<file path="src/rtl/thrmon_pkg.sv">
package thrmon_pkg;

    localparam int SAMPLE_W = 12;
    localparam int CHAN_W   = 3;
    localparam int MCNT_W   = 4;
    localparam int CFG_W    = 32;

    typedef logic [SAMPLE_W-1:0] sample_t;
    typedef logic [CHAN_W-1:0]   chan_t;
    typedef logic [MCNT_W-1:0]   mcnt_t;

    typedef struct packed {
        logic [3:0]  rsv_hi;
        sample_t     thresh;
        logic [3:0]  rsv_mid;
        mcnt_t       mcount;
        logic [1:0]  rsv_lo;
        chan_t       chan;
        logic        ge_mode;
        logic        irq_en;
        logic        enable;
    } mon_cfg_t;

    // Map a sample to a key whose unsigned order equals the requested order.
    function automatic sample_t order_key(sample_t v, logic sgn);
        sample_t k;
        k = v;
        if (sgn) k[SAMPLE_W-1] = ~v[SAMPLE_W-1];
        return k;
    endfunction

    function automatic logic meets(sample_t s, sample_t t, logic sgn, logic ge);
        logic at_or_above;
        at_or_above = (order_key(s, sgn) >= order_key(t, sgn));
        return ge ? at_or_above : ~at_or_above;
    endfunction

endpackage

</file>
<file path="src/rtl/thrmon_match.sv">
module thrmon_match
    import thrmon_pkg::*;
(
    input  mon_cfg_t cfg,
    input  logic     load_valid,
    input  chan_t    load_chan,
    input  sample_t  load_sample,
    input  logic     fmt_signed,
    output logic     sel_hit,
    output logic     sel_miss
);
    logic sel_load;
    logic cond_ok;

    always_comb begin
        sel_load = load_valid && (load_chan == cfg.chan);
        cond_ok  = meets(load_sample, cfg.thresh, fmt_signed, cfg.ge_mode);
        sel_hit  = sel_load && cond_ok;
        sel_miss = sel_load && !cond_ok;
    end
endmodule

</file>
<file path="src/rtl/thrmon_counter.sv">
module thrmon_counter
    import thrmon_pkg::*;
(
    input  logic  clk,
    input  logic  rst,
    input  logic  enable,
    input  mcnt_t mcount,
    input  logic  sel_hit,
    input  logic  sel_miss,
    input  logic  clr,
    output logic  flag
);
    mcnt_t run_cnt;
    logic  run_done;

    always_comb begin
        run_done = enable && sel_hit && (run_cnt >= mcount);
    end

    always_ff @(posedge clk) begin
        if (rst) begin
            run_cnt <= '0;
            flag    <= 1'b0;
        end else begin
            if (!enable)       run_cnt <= '0;
            else if (run_done) run_cnt <= '0;
            else if (sel_hit)  run_cnt <= run_cnt + 1'b1;
            else if (sel_miss) run_cnt <= '0;

            if (run_done)  flag <= 1'b1;
            else if (clr)  flag <= 1'b0;
        end
    end

    // a disabled unit holds a zero count and never raises its flag
    a_r9_disabled_idle: assert property (@(posedge clk) disable iff (rst)
        !enable |=> (run_cnt == '0) && !$rose(flag));
    // the count restarts whenever the flag rises
    a_r7_restart_on_set: assert property (@(posedge clk) disable iff (rst)
        $rose(flag) |-> (run_cnt == '0));
    // loads for other channels leave the count alone
    a_r3_other_chan_hold: assert property (@(posedge clk) disable iff (rst)
        (enable && !sel_hit && !sel_miss) |=> $stable(run_cnt));
    // a miss on the selected channel zeroes the count
    a_r8_miss_zeroes: assert property (@(posedge clk) disable iff (rst)
        (enable && sel_miss) |=> (run_cnt == '0));
    // a clear without a new set drops the flag
    a_r10_clear_drops: assert property (@(posedge clk) disable iff (rst)
        (clr && !sel_hit) |=> !flag);
    // the flag only falls after a clear strobe
    a_r10_sticky: assert property (@(posedge clk) disable iff (rst)
        (flag && !clr) |=> flag);
endmodule

</file>
<file path="src/rtl/thrmon_unit.sv">
module thrmon_unit
    import thrmon_pkg::*;
(
    input  logic     clk,
    input  logic     rst,
    input  mon_cfg_t cfg,
    input  logic     load_valid,
    input  chan_t    load_chan,
    input  sample_t  load_sample,
    input  logic     fmt_signed,
    input  logic     clr,
    output logic     flag,
    output logic     irq
);
    logic sel_hit;
    logic sel_miss;

    thrmon_match u_match (
        .cfg         (cfg),
        .load_valid  (load_valid),
        .load_chan   (load_chan),
        .load_sample (load_sample),
        .fmt_signed  (fmt_signed),
        .sel_hit     (sel_hit),
        .sel_miss    (sel_miss)
    );

    thrmon_counter u_counter (
        .clk      (clk),
        .rst      (rst),
        .enable   (cfg.enable),
        .mcount   (cfg.mcount),
        .sel_hit  (sel_hit),
        .sel_miss (sel_miss),
        .clr      (clr),
        .flag     (flag)
    );

    assign irq = flag & cfg.irq_en;
endmodule

</file>
<file path="src/rtl/thrmon_top.sv">
module thrmon_top
    import thrmon_pkg::*;
#(
    parameter int NUM_UNITS = 2
) (
    input  logic                       clk,
    input  logic                       rst,
    input  logic [NUM_UNITS*CFG_W-1:0] cfg_words,
    input  logic                       load_valid,
    input  logic [CHAN_W-1:0]          load_chan,
    input  logic [SAMPLE_W-1:0]        load_sample,
    input  logic                       fmt_signed,
    input  logic [NUM_UNITS-1:0]       flag_clr,
    output logic [NUM_UNITS-1:0]       cmp_flag,
    output logic [NUM_UNITS-1:0]       cmp_irq
);
    for (genvar u = 0; u < NUM_UNITS; u++) begin : g_unit
        mon_cfg_t cfg_u;
        assign cfg_u = mon_cfg_t'(cfg_words[u*CFG_W +: CFG_W]);

        thrmon_unit u_unit (
            .clk         (clk),
            .rst         (rst),
            .cfg         (cfg_u),
            .load_valid  (load_valid),
            .load_chan   (load_chan),
            .load_sample (load_sample),
            .fmt_signed  (fmt_signed),
            .clr         (flag_clr[u]),
            .flag        (cmp_flag[u]),
            .irq         (cmp_irq[u])
        );

        // no request without a raised flag
        a_r11_irq_needs_flag: assert property (@(posedge clk) disable iff (rst)
            cmp_irq[u] |-> cmp_flag[u]);
        // outputs come out of reset cleared
        a_r1_reset_clear: assert property (@(posedge clk)
            rst |=> !cmp_flag[u] && !cmp_irq[u]);
    end
endmodule

</file>
<file path="config.mk">
export PLATFORM = sky130hd
export DESIGN_NAME = thrmon_top
export DESIGN_NICKNAME = d
export VERILOG_FILES = /design/src/rtl/thrmon_pkg.sv /design/src/rtl/thrmon_match.sv /design/src/rtl/thrmon_counter.sv /design/src/rtl/thrmon_unit.sv /design/src/rtl/thrmon_top.sv
export SDC_FILE = /design/constraint.sdc
export NUM_CORES = 1
export LEC_CHECK = 0
export BUFFER_PORTS_ARGS = -buffer_cell sky130_fd_sc_hd__buf_4
export CORE_MARGIN = 3
export CORE_UTILIZATION = 44
export DETAILED_ROUTE_END_ITERATION = 8
export PLACE_DENSITY = 0.81
export SLEW_MARGIN = 10
export SYNTH_ARGS = -nofsm -noshare
export SYNTH_HDL_FRONTEND = slang
export SYNTH_HIERARCHICAL = 1
export SYNTH_SLANG_ARGS = --single-unit
</file>
<file path="constraint.sdc">
create_clock -name clk -period 3.1 [get_ports clk]
set_input_delay 0.31 -clock clk [delete_from_list [all_inputs] [get_ports clk]]
set_output_delay 0.31 -clock clk [all_outputs]
set_load 0.05 [all_outputs]
</file>
Yosys cells after proc, flatten, opt, wreduce, memory -nomap -nowiden. Index checks and enable logic that the tools add are counted.

$add $sub $neg: 2. Order comparisons: 4. Equality and inequality tests: 2. Mux-type cells: 13. Bitwise gates (word level): 9. Reduce and logical (&&, ||, !) cells: 18.

Operator list (count): $ge A12 B12 Y1 (2); $mux W4 (4); $logic_and A1 B1 Y1 (10); $mux W1 (9); $add A4 B1 Y4 const B (2); $ge A4 B4 Y1 (2); $reduce_bool A2 Y1 (4); $not A1 Y1 (7); $eq A3 B3 Y1 (2); $reduce_or A3 Y1 (2); $and A1 B1 Y1 (2); $logic_not A1 Y1 (2).

Flip-flop bits (word level): 10. Input port bits: 85. Word-level logic and storage cells: 52.

Logic depth before layout (Yosys ltp). Gate-level depths: netlist (run 1).

Depth after elaboration: 9. Gate-level depth with buffers: 11.

Cells and area by module. The synthesis (run 1) kept the hierarchy.

By module, submodules not included: thrmon_match (times used 2, cells each 50, area each 372.9 um^2, seq. area each 0.0 um^2); thrmon_counter (times used 2, cells each 40, area each 359.1 um^2, seq. area each 100.1 um^2); thrmon_unit (times used 2, cells each 1, area each 6.3 um^2, seq. area each 0.0 um^2).

Least setup slack after synthesis (run 1). No wires, ideal clock.

Path type: input-to-reg. Start: input port load_sample[0]. End: register g_unit[0].u_unit.u_counter.run_cnt[3]. Data arrival time: 2172 ps. Data required time: 3014 ps. Setup slack: 842 ps. Stages: 10. Path through: inv_1 ha_1 nand2b_1 a21oi_1 o21ai_0 a211oi_2 mux2i_1 or2b_1 mux2_2 a221oi_2.

Word-level cells in the longest chain between the ends: 7. Elaborated cells between the ends (all ways): 11.

RTL lines: start: declaration (RTL line thrmon_top.sv:11) `input logic [SAMPLE_W-1:0] load_sample,`; $ge A12 B12 Y1 (*) (RTL line thrmon_pkg.sv:34) `at_or_above = (order_key(s, sgn) >= order_key(t, sgn));`; $not A1 Y1 (RTL line thrmon_pkg.sv:35) `return ge ? at_or_above : ~at_or_above;`; $mux W1 (*) (RTL line thrmon_pkg.sv:35); $logic_and A1 B1 Y1 (*) (RTL line thrmon_match.sv:18) `sel_hit = sel_load && cond_ok;`; net g_unit[0].u_unit.sel_hit (RTL line thrmon_unit.sv:15) `logic sel_hit;`; $logic_and A1 B1 Y1 (2 in series) (RTL line thrmon_counter.sv:17) `run_done = enable && sel_hit && (run_cnt >= mcount);`; $reduce_or A3 Y1 (no source line); end signal: assignment (RTL line thrmon_counter.sv:27) `else if (sel_hit) run_cnt <= run_cnt + 1'b1;`; end: declaration (RTL line thrmon_counter.sv:13) `mcnt_t run_cnt;`.

The timed path passes the listed nets; every way through them passes the cells marked *. A chain may end at the register's enable or synchronous reset.

Worst setup path in the final report (run 1).
Start: input port load_sample[0]. End: register g_unit[0].u_unit.u_counter.run_cnt[2].

The elaborated chain is that of the path after synthesis.

==> results of run 1 <==
[flip-flops by register name, summed over array words and instances (netlist names)]
| signal | count |
|---|---|
| g_unit.u_unit/u_counter/flag | 2 |
| g_unit.u_unit/u_counter/run_cnt | 8 |
[cells by family after synthesis]
group,synth area share (%)
simple gates,22.0
compound gates,17.8
flops,13.6
buf+inv,9.15
xor+xnor,4.75
fa+ha+maj,27.1
mux,5.59
[area by class of cell]
type | instances | area [um^2] | area share [%]
clock buffers | 4 | 36.3 | 1.75
repair buffers | 70 | 526 | 25.4
multi-input cells | 140 | 1140 | 55.1
inverters | 30 | 113 | 5.44
flip-flops and latches | 10 | 200 | 9.67
well taps | 44 | 55.1 | 2.66
[per-stage QoR]
stage,utilization (%),hold WS [ns]
floorplan,-,0.471
global placement,65.0,0.476
detailed placement,65.0,0.477
CTS,66.2,0.349
global route,66.2,0.375
finish,66.2,0.356
[power groups by stage]
stage / Combinational, mW / Clock (mW) / Sequential, mW
after CTS: 0.180 / 0.124 / 0.129
final: 0.178 / 0.121 / 0.129
after global routing: 0.204 / 0.128 / 0.129
after floorplan: 0.0909 / 0 / 0.132
after detailed placement: 0.179 / 0 / 0.132
after global placement: 0.174 / 0 / 0.132
[worst min-delay path, delay by kind of cell]
kind	cells	cell delay, ns
buffers and inverters	1	0.11
AND/OR/NAND/NOR	1	0.11
AO/OA/AOI/OAI	1	0.04
[how the worst max path moves through the flow]
stage               cells past startpoint  slack, ns            from                                            endpoint
floorplan                              10       0.84  load_sample[0]  g_unit[0].u_unit/u_counter/run_cnt[3]$_SDFFE_PP0P_
global placement                       12       0.59  load_sample[0]  g_unit[0].u_unit/u_counter/run_cnt[3]$_SDFFE_PP0P_
detailed placement                     12       0.53  load_sample[0]  g_unit[0].u_unit/u_counter/run_cnt[3]$_SDFFE_PP0P_
CTS                                    12       0.80  load_sample[0]  g_unit[0].u_unit/u_counter/run_cnt[2]$_SDFFE_PP0P_
global route                           12       0.67  load_sample[0]  g_unit[0].u_unit/u_counter/run_cnt[1]$_SDFFE_PP0P_
finish                                 12       0.80  load_sample[0]  g_unit[0].u_unit/u_counter/run_cnt[2]$_SDFFE_PP0P_
[cell usage in the layout (no fill, tap or decap), drive strengths merged, types with 4 or more instances in the layout]
master  count
a211oi      4
a21oi      12
a221oi      4
buf        70
clkbuf      4
dfxtp      10
ha         32
inv        30
mux2i       6
nand2      14
nand2b      4
nand3       6
nand4       6
nor2        6
nor3b       4
o21ai       8
xnor2       4
xor2        4
[routing by layer]
layer	share of wire [%]	routed length, um	global-route usage [%]
met5	0	0	0
met4	0	0	2.96
met3	6.0	197	4.39
met2	50	1650	30.6
met1	44	1460	21.6
==> results.sh, run 1 <==
export IMPL_synthFlopType="dfxtp_1"
export IMPL_synth_commonest_cells="32 x ha_1, 30 x inv_1, 14 x nand2_1"
export IMPL_rows=20
export IMPL_min_to="g_unit[1].u_unit/u_counter/run_cnt[3]$_SDFFE_PP0P_"
export IMPL_syn_avg_cell_area_um2=8.11
export IMPL_seq_power_share_pct=30.2
export IMPL_place_inst=294
export IMPL_via_count=1505
export IMPL_area_growth_pct=40.3
export IMPL_ir_worst_vdd_mv=0.185
export IMPL_async_flop_share_pct=0
export IMPL_min_path_cells=3
export IMPL_critPathRequiredTime_ns=3.27
export IMPL_vias_per_cell=5.05
export IMPL_crit_fanout=10
export IMPL_antenna_found_initial=0
export IMPL_synth_largest_area_cell="ha_1"
export IMPL_h_tree_depth=1
export IMPL_synth_most_common_cell="ha_1"
export IMPL_cts_buffer_depth=2
export IMPL_cts_tree="done"
export IMPL_port_buffers=68
export IMPL_power_leakage_nw=1.05
export IMPL_start_util_pct=47.2
export IMPL_die_x_um=63.9
export IMPL_worstSetupStartpointType="input port"
export IMPL_min_period_ns=2.30
export IMPL_synth_seq_area_share_pct=13.6
export IMPL_route_detailed_drc=0
export IMPL_period_share_pct=74.0
export IMPL_swShare_pct=29.5
export IMPL_slew_headroom_pct=55.4
export IMPL_clk_pin_slew_worst_paths_ns=0.07
export IMPL_path_cells="buf_4 > inv_1 > ha_1 > nand2b_1 > a21oi_1 > o21ai_0 > a211oi_2 > mux2i_1 > buf_4 > mux2i_1 > nand2_1 > a221oi_1"
export IMPL_cts_resized=0
export IMPL_hp_start="cfg_words[32]"
export IMPL_place_gp_congestion=0.790
export IMPL_grt_start_max_net_pins=11
export IMPL_n_antenna_cell=0
export IMPL_fmax_mhz=436
export IMPL_design_core_area_um2=3130
export IMPL_clk_latency_ns=0.27
export IMPL_synth_fp_nets=299
export IMPL_clock_sinks=10
export IMPL_path_class="input port to flip-flop"
export IMPL_rsz0062_at_grt="no"
export IMPL_hold_violations=0
export IMPL_stdcell_area_um2=2070
export IMPL_place_ws_ns=0.526
export IMPL_clkPwrFrac_pct=28.3
export IMPL_power_switching_mw=0.126
export IMPL_p_total_mw=0.428
export IMPL_nets=372
export IMPL_post_cts_buffers=0
export IMPL_dp_hpwl_mm=2.93
export IMPL_r2r_start="g_unit[0].u_unit/u_counter/run_cnt[0]$_SDFFE_PP0P_"
export IMPL_regToRegEndpoint="g_unit[0].u_unit/u_counter/run_cnt[2]$_SDFFE_PP0P_"
export IMPL_power_density_nw_per_um2=207
export IMPL_cts_hold_buf=0
export IMPL_die_area_um2=4090
export IMPL_ys_types=32
export IMPL_min_path_type="input port to flip-flop"
export IMPL_grt_overflow=0
export IMPL_io_pins=89
export IMPL_path_buf_inv=3
export IMPL_grt_pass1_vias=1480
export IMPL_synth_edf_count=0
export IMPL_status="completed"
export IMPL_dpl_cell_area_um2=2030
export IMPL_ys_warn_count=6
export IMPL_synth_area_leaders="ha_1 27%, dfxtp_1 14%, inv_1 7.6%"
export IMPL_detail_route_antenna_nets=0
export IMPL_synthesis_instances=182
export IMPL_drt_pass1_iterations=4
export IMPL_instances_no_fill=298
export IMPL_reg2reg_depth=5
export IMPL_fin_skew_ns=0.000353
export IMPL_post_drt_wl_per_cell_um=11.1
export IMPL_wl_mm=3.30
export IMPL_fp_dieH_um=63.9
export IMPL_cts_inserted_buffers=3
export IMPL_nFillCells=292
export IMPL_tightest_slew_ns=0.663
export IMPL_comb_power_share_pct=41.5
export IMPL_end_kind="flip-flop"
export IMPL_globalRouteTotalUtil_pct=17.5
export IMPL_ys_seq_elements=10
export IMPL_arrival_ns=2.46
export IMPL_root_buffer="clkbuf_4"
export IMPL_drt_iter0_drc=31
export IMPL_syn_cell_area_um2=1480
export IMPL_grt_pass1_wl_mm=5.93
export IMPL_slowest_delay_ns=0.33
export IMPL_power_internal_mw=0.302
export IMPL_setup_ws_ns=0.805
export IMPL_cpMaxStageDelayCell="a211oi_2"
export IMPL_cp_top_family="compound AO/OA/AOI/OAI gates"
export IMPL_synth_top_area_share_pct=27.1
export IMPL_r2r_slack_ns=1.41
export IMPL_finalSetupTns_ns=0
export IMPL_drive_above_1_share_pct=33.1
export IMPL_drv_slew=0
export IMPL_drv_cap=0
export IMPL_setup_viol=0
Note: power is estimated with default switching activity, not from simulation.
==> run 2, diff against run 1 <==
Settings changed: ABC_AREA set to 1, CORE_UTILIZATION 44 to 45, PLACE_DENSITY 0.81 to 0.82.
Clock period 3.1 ns to 2.4 ns, I/O delays scaled along.
==> run 2 against run 1 <==
Sequential cell count stayed put. Wire length is 1.1% lower. Synthesized cell count is 47% higher. Largest power group unchanged. Largest cell class unchanged. Clock skew hardly changed.
==> results.sh, run 2 <==
export IMPL_min_path_cells=2
export IMPL_min_path_type="input port to flip-flop"
export IMPL_die_area_um2=4230
export IMPL_hold_violations=0
export IMPL_grt_start_max_net_pins=9
export IMPL_slowest_delay_ns=0.34
export IMPL_clk_pin_slew_worst_paths_ns=0.06
export IMPL_setup_viol=0
export IMPL_end_kind="flip-flop"
export IMPL_cts_tree="done"
export IMPL_synthFlopType="dfxtp_1"
export IMPL_final_cell_mix="80 x nand2_1, 70 x inv_1, 68 x buf_4"
export IMPL_synth_seq_area_share_pct=12.8
export IMPL_fin_skew_ns=0.000209
export IMPL_wl_mm=3.27
export IMPL_critPathRequiredTime_ns=2.54
export IMPL_reg2reg_depth=7
export IMPL_synth_commonest_cells="80 x nand2_1, 70 x inv_1, 32 x ha_1"
export IMPL_grt_pass1_wl_mm=5.54
export IMPL_min_to="g_unit[1].u_unit/u_counter/flag$_SDFFE_PP0P_"
export IMPL_grt_overflow=0
export IMPL_syn_cell_area_um2=1570
export IMPL_top_register="g_unit.u_unit/u_counter/run_cnt"
export IMPL_worstSetupStartpointType="input port"
export IMPL_clk_latency_ns=0.25
export IMPL_regToRegEndpoint="g_unit[0].u_unit/u_counter/run_cnt[1]$_SDFFE_PP0P_"
export IMPL_ys_warn_count=6
export IMPL_period_share_pct=79.5
export IMPL_power_leakage_nw=1.37
export IMPL_slew_headroom_pct=71.2
export IMPL_area_growth_pct=37.5
export IMPL_r2r_slack_ns=1.12
export IMPL_status="completed"
export IMPL_ys_types=16
export IMPL_drv_slew=0
export IMPL_globalRouteTotalUtil_pct=15.8
export IMPL_path_buf_inv=2
export IMPL_layout_commonest_cell="nand2_1"
export IMPL_cts_resized=0
export IMPL_die_x_um=65
export IMPL_r2r_start="g_unit[0].u_unit/u_counter/run_cnt[0]$_SDFFE_PP0P_"
export IMPL_fp_dieH_um=65
export IMPL_post_drt_wl_per_cell_um=8.53
export IMPL_antenna_found_initial=0
export IMPL_io_pins=89
export IMPL_path_class="input port to flip-flop"
export IMPL_path_cells="buf_4 > ha_1 > nand2_1 > nand2_1 > a21oi_1 > nor2_1 > nor2_2 > nand2_1 > nand2_1 > nand2_1 > nor2_1 > nand2_1 > inv_1 > nand2_1 > nand2_1 > nor2_1"
export IMPL_port_buffers=68
export IMPL_fmax_mhz=524
export IMPL_hp_start="rst"
export IMPL_synth_most_common_cell="nand2_1"
export IMPL_n_antenna_cell=0
export IMPL_ys_seq_elements=10
export IMPL_rsz0062_at_grt="no"
export IMPL_drt_iter0_drc=59
export IMPL_synthesis_instances=268
export IMPL_place_gp_congestion=0.801
export IMPL_power_density_nw_per_um2=242
export IMPL_stdcell_area_um2=2150
export IMPL_drive_above_1_share_pct=23.3
export IMPL_drv_cap=0
export IMPL_rows=20
export IMPL_synth_largest_area_cell="ha_1"
export IMPL_h_tree_depth=1
export IMPL_synth_top_area_share_pct=25.6
export IMPL_crit_fanout=8
export IMPL_synth_fp_nets=385
export IMPL_arrival_ns=2.05
export IMPL_detail_route_antenna_nets=0
export IMPL_dp_hpwl_mm=2.99
export IMPL_finalSetupTns_ns=0
export IMPL_vias_per_cell=4.45
export IMPL_design_core_area_um2=3180
export IMPL_cts_buffer_depth=2
export IMPL_dpl_cell_area_um2=2130
export IMPL_crit_top_cell="nand2_1"
export IMPL_via_count=1706
export IMPL_cts_hold_buf=0
export IMPL_nets=458
export IMPL_cpMaxStageDelayCell="nor2_1"
export IMPL_reg_top3="g_unit.u_unit/u_counter/run_cnt: 8 flops, g_unit.u_unit/u_counter/flag: 2 flops"
export IMPL_min_period_ns=1.91
export IMPL_clock_sinks=10
export IMPL_root_buffer="clkbuf_4"
export IMPL_route_detailed_drc=0
export IMPL_utilization_pct=67.8
export IMPL_ir_worst_vdd_mv=0.129
export IMPL_grt_pass1_vias=1509
export IMPL_async_flop_share_pct=0
export IMPL_drt_pass1_iterations=4
export IMPL_synth_area_leaders="ha_1 26%, nand2_1 19%, inv_1 17%"
export IMPL_tightest_slew_ns=0.431
export IMPL_synth_edf_count=0
export IMPL_syn_avg_cell_area_um2=5.85
export IMPL_cts_inserted_buffers=3
export IMPL_post_cts_buffers=0
export IMPL_largest_register_ffs=8
export IMPL_start_util_pct=49.3
export IMPL_nFillCells=308
export IMPL_cp_top_family="simple AND/OR/NAND/NOR gates"
==> run 2: cell count changes after synthesis, moves of 4 or more <==
| cell | previous run | this run |
|---|---|---|
| nand2_1 | 14 | 80 |
| inv_1 | 30 | 70 |
| nor2_1 | 6 | 20 |
| mux2i_1 | 6 | 0 |
| nand3_1 | 6 | 12 |
| a211oi_2 | 4 | 0 |
| a21oi_1 | 12 | 8 |
| a22oi_1 | 0 | 4 |
| inv_2 | 0 | 4 |
| nand2b_1 | 4 | 0 |
| nor3b_1 | 4 | 0 |
==> run 2: layout make-up <==
| type | instances | area (um^2) | area share (%) |
|---|---|---|---|
| Clock buffer | 3 | 22.5 | 1.05 |
| Multi-Input combinational cell | 184 | 1090 | 50.5 |
| Sequential cell | 10 | 200 | 9.29 |
| Tap cell | 44 | 55.1 | 2.56 |
| Timing Repair Buffer | 68 | 510 | 23.7 |
| Inverter | 74 | 278 | 12.9 |
==> run 2: worst max-delay path by stage <==
| stage | depth (start not counted) | startpoint | slack, ns | to |
|---|---|---|---|---|
| floorplan | 14 | cfg_words[23] | 0.61 | g_unit[0].u_unit/u_counter/run_cnt[2]$_SDFFE_PP0P_ |
| global placement | 16 | load_sample[7] | 0.28 | g_unit[0].u_unit/u_counter/run_cnt[1]$_SDFFE_PP0P_ |
| detailed placement | 16 | load_sample[5] | 0.24 | g_unit[1].u_unit/u_counter/run_cnt[2]$_SDFFE_PP0P_ |
| CTS | 16 | load_sample[5] | 0.51 | g_unit[1].u_unit/u_counter/run_cnt[2]$_SDFFE_PP0P_ |
| global route | 16 | load_sample[7] | 0.21 | g_unit[1].u_unit/u_counter/run_cnt[2]$_SDFFE_PP0P_ |
| finish | 16 | load_sample[5] | 0.49 | g_unit[1].u_unit/u_counter/run_cnt[3]$_SDFFE_PP0P_ |
==> run 2: cell families after synthesis <==
group,after synthesis,share of synthesized area (%)
flops,10,12.8
xor+xnor,8,4.47
fa+ha+maj,32,25.6
compound gates,22,7.67
simple gates,122,31.8
buf+inv,74,17.7
==> run 2: routing by layer <==
metal,wire (um),GRT usage [%],up-vias
met5,0,0,-
met2,1480,29.9,51
li1,-,-,962
met3,342,3.64,2
met4,16,3.17,0
met1,1430,17.7,691
==> run 2: per-stage QoR <==
step	instances	hold slack, ns	power, mW	setup slack, ns
after CTS	383	0.160	0.530	0.508
final	383	0.167	0.522	0.491
after detailed placement	380	0.432	0.420	0.244
after floorplan	268	0.309	0.304	0.612
after global routing	383	0.163	0.575	0.212
after global placement	380	0.431	0.413	0.282
==> run 2: report_power, final <==
part / switching (mW) / internal, mW
Sequential: 0.000678 / 0.166
Clock: 0.0506 / 0.0576
Combinational: 0.114 / 0.133
Total: 0.165 / 0.357
==> run 2: worst register-to-register path, stage by stage, from the launching register on <==
cell     delay, ns
dfxtp_1       0.40
inv_1         0.07
ha_1          0.27
nand4_1       0.08
nand3_1       0.09
nand2_1       0.07
nand2_1       0.13
nor2_1        0.06
